File: config.mk
export PLATFORM = sky130hd
export DESIGN_NAME = pwr_seq_ctrl
export DESIGN_NICKNAME = d
export VERILOG_FILES = /design/src/rtl/pwr_seq_ctrl.sv
export SDC_FILE = /design/constraint.sdc
export NUM_CORES = 1
export LEC_CHECK = 0
export ABC_CLOCK_PERIOD_IN_PS = 2900
export BUFFER_PORTS_ARGS = -buffer_cell sky130_fd_sc_hd__buf_2
export CAP_MARGIN = 0
export CORE_MARGIN = 1.5
export CORE_UTILIZATION = 40
export CTS_CLUSTER_SIZE = 20
export DETAILED_ROUTE_END_ITERATION = 10
export PLACE_DENSITY = 0.69
export SETUP_SLACK_MARGIN = 0.05
export SLEW_MARGIN = 0
export SYNTH_ARGS = -nofsm -noshare
export SYNTH_HDL_FRONTEND = slang
export SYNTH_SLANG_ARGS = --single-unit
File: constraint.sdc
create_clock -name clk -period 2.9 [get_ports clk]
set_clock_uncertainty 0.15 [all_clocks]
set_input_delay 0.58 -clock clk [delete_from_list [all_inputs] [get_ports clk]]
set_output_delay 0.58 -clock clk [all_outputs]
set_load 0.01 [all_outputs]
File: src/rtl/pwr_seq_ctrl.sv
module pwr_seq_ctrl #(
  parameter int STRETCH_CYC = 15000000,
  parameter int DISCHG_CYC  = 1000000,
  parameter int TMO_CYC     = 2500000
) (
  input  logic clk,
  input  logic rst_n,
  input  logic in5_ok,
  input  logic in33_ok,
  input  logic core18_ok,
  input  logic core15_ok,
  input  logic cpu33_ok,
  input  logic io33_ok,
  input  logic core25_ok,
  output logic en_1v8,
  output logic en_1v5,
  output logic en_3v3,
  output logic en_2v5,
  output logic en_short,
  output logic cpu_rst,
  output logic card_ok
);
  localparam int MAXC = (STRETCH_CYC > DISCHG_CYC) ?
                        ((STRETCH_CYC > TMO_CYC) ? STRETCH_CYC : TMO_CYC) :
                        ((DISCHG_CYC > TMO_CYC) ? DISCHG_CYC : TMO_CYC);
  localparam int CW = $clog2(MAXC + 1);

  typedef enum logic [2:0] {
    S_IDLE, S_CORE, S_IO, S_R25, S_STR, S_RUN, S_SHUT
  } st_t;

  st_t st, nxt;
  logic [CW-1:0] cnt;

  wire in_ok  = in5_ok & in33_ok;
  wire all_ok = in_ok & core18_ok & core15_ok & cpu33_ok & io33_ok & core25_ok;
  wire tmo    = (cnt == CW'(TMO_CYC - 1));

  always_comb begin
    nxt = st;
    case (st)
      S_IDLE: if (in_ok) nxt = S_CORE;
      S_CORE: if (!in_ok) nxt = S_SHUT;
              else if (core18_ok && core15_ok) nxt = S_IO;
              else if (tmo) nxt = S_SHUT;
      S_IO:   if (!in_ok) nxt = S_SHUT;
              else if (io33_ok) nxt = S_R25;
              else if (tmo) nxt = S_SHUT;
      S_R25:  if (!in_ok) nxt = S_SHUT;
              else if (core25_ok && cpu33_ok && core18_ok) nxt = S_STR;
              else if (tmo) nxt = S_SHUT;
      S_STR:  if (!all_ok) nxt = S_SHUT;
              else if (cnt == CW'(STRETCH_CYC - 1)) nxt = S_RUN;
      S_RUN:  if (!all_ok) nxt = S_SHUT;
      S_SHUT: if (cnt == CW'(DISCHG_CYC - 1)) nxt = S_IDLE;
      default: nxt = S_IDLE;
    endcase
  end

  always_ff @(posedge clk) begin
    if (!rst_n) begin
      st  <= S_IDLE;
      cnt <= '0;
    end else begin
      st <= nxt;
      if (nxt != st || st == S_IDLE || st == S_RUN) cnt <= '0;
      else cnt <= cnt + 1'b1;
    end
  end

  assign en_1v8   = (st != S_IDLE);
  assign en_1v5   = (st != S_IDLE) && (st != S_SHUT);
  assign en_3v3   = (st == S_IO) || (st == S_R25) || (st == S_STR) || (st == S_RUN);
  assign en_2v5   = (st == S_R25) || (st == S_STR) || (st == S_RUN);
  assign en_short = (st == S_SHUT);
  assign cpu_rst  = (st != S_RUN);
  assign card_ok  = (st == S_RUN);
endmodule

### Word level (Yosys, flattened, before mapping)

Cells that the tools add are included.

* logic and storage cells: 49
* flip-flop bits (word level): 27
* output and inout port bits: 7

* muxes and demuxes: 13
* add/subtract/negate cells: 1
* reduce and logical (&&, ||, !) cells: 14
* equality and inequality tests: 12
* bitwise logic cells: 7

Operators by type and width (number)
* 2-to-1 mux 3 bit: 12
* adder 24 x 1 -> 24 bit (second input constant): 1
* equality test 24 x 20 -> 1 bit (second input constant): 1
* equality test 24 x 22 -> 1 bit (second input constant): 1
* equality test 24 bit (second input constant): 1
* case mux 3 bit (7 select lines): 1
* equality test 3 bit (second input constant): 3
* logical OR 1 bit: 7
* bitwise AND 1 bit: 6
* equality test 3 x 2 -> 1 bit (second input constant): 2
* != test 3 bit (second input constant): 2
* logical AND 1 bit: 4
* equality test 3 x 1 -> 1 bit (second input constant): 1
* logical NOT 3 bit: 1
* != test 3 bit: 1
* nonzero test 3 bit: 1
* OR reduction 2 bit: 1
* NOT 1 bit: 1

### Depth between registers and ports, before layout

* word-level depth: 12
* gate-level depth with buffers: 8
* gate-level depth less buffers: 7

### Worst setup path after synthesis

No wires, ideal clock.

* path kind: reg-to-reg
* start point: register cnt[0]
* end point: register cnt[3]
* setup slack: 877 ps
* clock period less this slack: 2023 ps
* library setup time: 117 ps
* arrival: 1756 ps
* cell stages (with the launch flop): 9
* data required time: 2633 ps
* cell sequence: dfxtp_1 > ha_1 > and4_1 > nand4_1 > nor4_2 > a221oi_2 > nand2_2 > buf_6 > nor3_2

* cells in the longest elaborated chain, start to end: 9
* elaborated cells between the ends (all ways): 19
* classes of those cells: 1 x add/sub; 4 x eq/ne; 11 x mux; 3 x reduce/logical

RTL lines
* start, declared: line 33 `logic [CW-1:0] cnt;`
* start signal, assigned: line 67 `else cnt <= cnt + 1'b1;`
* equality test 24 x 22 -> 1 bit: line 37 `wire tmo = (cnt == CW'(TMO_CYC - 1));`
* 2-to-1 mux 3 bit: line 45, 48, 51
* 2-to-1 mux 3 bit, on equally long branches: line 50, 44, 47
* 2-to-1 mux 3 bit, on equally long branches: line 49, 43, 46
* case mux 3 bit (7 select lines): line 41 `case (st)`
* != test 3 bit: line 66 `if (nxt != st || st == S_IDLE || st == S_RUN) cnt <= '0;`
* logical OR 1 bit (2 in series): line 66
* OR reduction 2 bit (no source line)

Parallel ways exist; a longest one is shown, timed or not.
A chain may end at the register's enable or synchronous reset.

### Final worst setup path

* start point: register cnt[0]
* end point: register cnt[22]

Same word-level chain as after synthesis.

==> impl_metrics.env <==
export IMPL_peakVddDrop_v=0.000220
export IMPL_die_y_um=69.8
export IMPL_ys_types=54
export IMPL_layout_drive_gt1_share_pct=27.7
export IMPL_initial_core_util_pct=41.3
export IMPL_antenna_found_initial=0
export IMPL_end_kind="flip-flop"
export IMPL_layout_min_cycle_time_ns=2.52
export IMPL_port_buffers=15
export IMPL_max_freq_mhz=397
export IMPL_cp_startpoint="cnt[0]"
export IMPL_top_level_ports=16
export IMPL_synth_nets=206
export IMPL_min_delay_start="cnt[0]"
export IMPL_yosys_top_cells_area="dfxtp_1 (30%), nor3_2 (12%), xnor2_1 (5.9%), xor2_1 (4.9%), nand4_1 (3.5%)"
export IMPL_reg2reg_from="cnt[0]"
export IMPL_cts_tree="done"
export IMPL_routed_wl_um=3530
export IMPL_yosysSeqAreaShare_pct=30.3
export IMPL_period_share_pct=86.9
export IMPL_status="complete, no violations"
export IMPL_place_detailed_hpwl_um=2520
export IMPL_rsz0062_at_grt="no"
export IMPL_fin_util_pct=43.5
export IMPL_critPathLaunchType="flip-flop"
export IMPL_grt_use_total_pct=14.8
export IMPL_whs_path_depth=1
export IMPL_nets=217
export IMPL_drt_iter0_markers=191
export IMPL_yosysTopAreaCellShare_pct=30.3
export IMPL_hold_ws_ns=0.345
export IMPL_post_drt_wl_per_cell_um=13.7
export IMPL_grt_pass1_vias=1310
export IMPL_hold_class="flip-flop to flip-flop"
export IMPL_postCtsHoldBufs=0
export IMPL_power_leakage_nw=0.567
export IMPL_yosysWarnings=0
export IMPL_reg2reg_depth=7
export IMPL_post_cts_buffers=0
export IMPL_ys_seq_elements=27
export IMPL_synth_top_area_cell="dfxtp_1"
export IMPL_path_clk_slew_ns=0.09
export IMPL_vias=1440
export IMPL_ff2ff_setup_slack_ns=0.38
export IMPL_clk_path_buf_depth=2
export IMPL_synth_edf_count=0
export IMPL_grt_pass1_wl_um=6080
export IMPL_critPathMaxStageDelay_ns=0.52
export IMPL_postLayoutCellArea_um2=1880
export IMPL_placed_area_um2=1840
export IMPL_die_w_um=69.8
export IMPL_synthesis_area_um2=1790
export IMPL_rows=24
export IMPL_grt_max_degree=25
export IMPL_core_um2=4320
export IMPL_viasPerCell=5.58
export IMPL_slew_limit_headroom_pct=55.4
export IMPL_cp_required_ns=2.89
export IMPL_num_antenna_cells=0
export IMPL_htreeDepth=1
export IMPL_crit_slowest_cell="nand2_2"
export IMPL_dpl_cell_count=254
export IMPL_ant_nets=0
export IMPL_async_reset_ff_share_pct=0
export IMPL_finalHoldViolCount=0
export IMPL_numCtsBuffers=3
export IMPL_r2r_end="cnt[22]"
export IMPL_crit_type="flip-flop to flip-flop"
export IMPL_cts_root_buf="clkbuf_8"
export IMPL_syn_inst=196
export IMPL_die_area_um2=4880
export IMPL_crit_fanout=23
export IMPL_cp_arrival_ns=2.51
export IMPL_tns_ns=0
export IMPL_path_cells="ha_1, and4_1, nand4_1, nor4_2, a221oi_2, nand2_2, nor3_1"
export IMPL_avgSynthCellArea_um2=9.12
export IMPL_clk_latency_ns=0.27
export IMPL_synthToLayoutAreaGrowth_pct=5.32
export IMPL_dominantRegCellSynth="dfxtp_1"
export IMPL_first_pass_iters=4
export IMPL_finalSetupViolations=0
export IMPL_drv_cap=0
export IMPL_cts_num_sinks=27
export IMPL_drv_slew=0
export IMPL_place_congestion=0.869
export IMPL_powerDensity_nw_per_um2=528
export IMPL_grt_overflow_total=0
export IMPL_final_cell_count_no_fill=258
export IMPL_whs_endpoint="cnt[0]"
export IMPL_drc_errors=0
export IMPL_cts_resized_gates=0
export IMPL_worst_slew_pin_slew_ns=0.667
## placed cells by master, fill, tap and decap left out, types with 3 or more instances in the layout
cell type / n
and3_1: 3
buf_2: 15
clkbuf_8: 3
dfxtp_1: 27
inv_1: 6
nand2_1: 14
nand3_1: 11
nand4_1: 10
nor2_1: 14
nor2b_1: 3
nor3_1: 7
nor3_2: 22
o21ai_0: 5
xnor2_1: 12
xor2_1: 10
## through the flow
stage / total power [W] / setup WS (ns)
2_1_floorplan: 0.000769 / 0.877
3_3_place_gp: 0.000784 / 0.447
3_5_place_dp: 0.000787 / 0.379
4_1_cts: 0.000998 / 0.369
5_1_grt: 0.00105 / 0.187
6_report: 0.000994 / 0.379
## metal layers
layer | vias up | GRT usage, % | part of all wire [%]
met3 | 4 | 2.62 | 4.7
met1 | 667 | 21.4 | 48
met2 | 39 | 22.9 | 46
met4 | 0 | 3.63 | 1.4
met5 | - | 0 | 0
li1 | 730 | - | -
## area by class of cell
type,instances,area [um2]
inverter,6,22.5
tap,52,65.1
sequential,27,541
fill,443,2440
clock buffer,4,45.0
multi-input combinational,154,1130
timing repair buffer,15,75.1
## cell usage after synthesis (5+ instances only)
library cell / n
nor3_2: 22
nor3_1: 7
xnor2_1: 12
nor2_1: 14
xor2_1: 10
nand3_1: 11
nand2_1: 14
o21ai_0: 5
inv_1: 6
dfxtp_1: 27
nand4_1: 10
## registers in the layout (all words and copies together), names as in the netlist
signal	count
cnt	24
st	3
## worst max path at each step
stage | to | cells after the start | slack, ns
final | cnt[22] | 7 | 0.38
after global routing | cnt[22] | 7 | 0.19
after CTS | cnt[22] | 7 | 0.37
after detailed placement | cnt[2] | 7 | 0.38
after global placement | cnt[2] | 7 | 0.45
after floorplan | cnt[3] | 8 | 0.88
## power by group
part | switching [W] | internal (W) | leakage, nW
clock network | 0.000115 | 0.0000985 | 0.0228
registers | 0.0000447 | 0.000385 | 0.218
logic | 0.000230 | 0.000120 | 0.326
total | 0.000390 | 0.000604 | 0.567
## worst max-delay path: cells and delay by family (launching register included)
kind,cells,cell delay (ns)
adder cells (fa/ha/maj),1,0.31
AO/OA/AOI/OAI,1,0.14
AND/OR/NAND/NOR,5,1.40
flip-flops,1,0.39
## logic make-up (layout without fill, tap and decap cells)
| kind of cell | after synthesis | in the layout | share of synthesized area (%) |
|---|---|---|---|
| simple gates | 109 | 109 | 41.5 |
| flops | 27 | 27 | 30.3 |
| compound gates | 22 | 22 | 10.4 |
| xor+xnor | 22 | 22 | 10.8 |
| buf+inv | 15 | 25 | 6.30 |
| fa+ha+maj | 1 | 1 | 0.700 |
No activity file was read; power rests on OpenSTA's default activity.
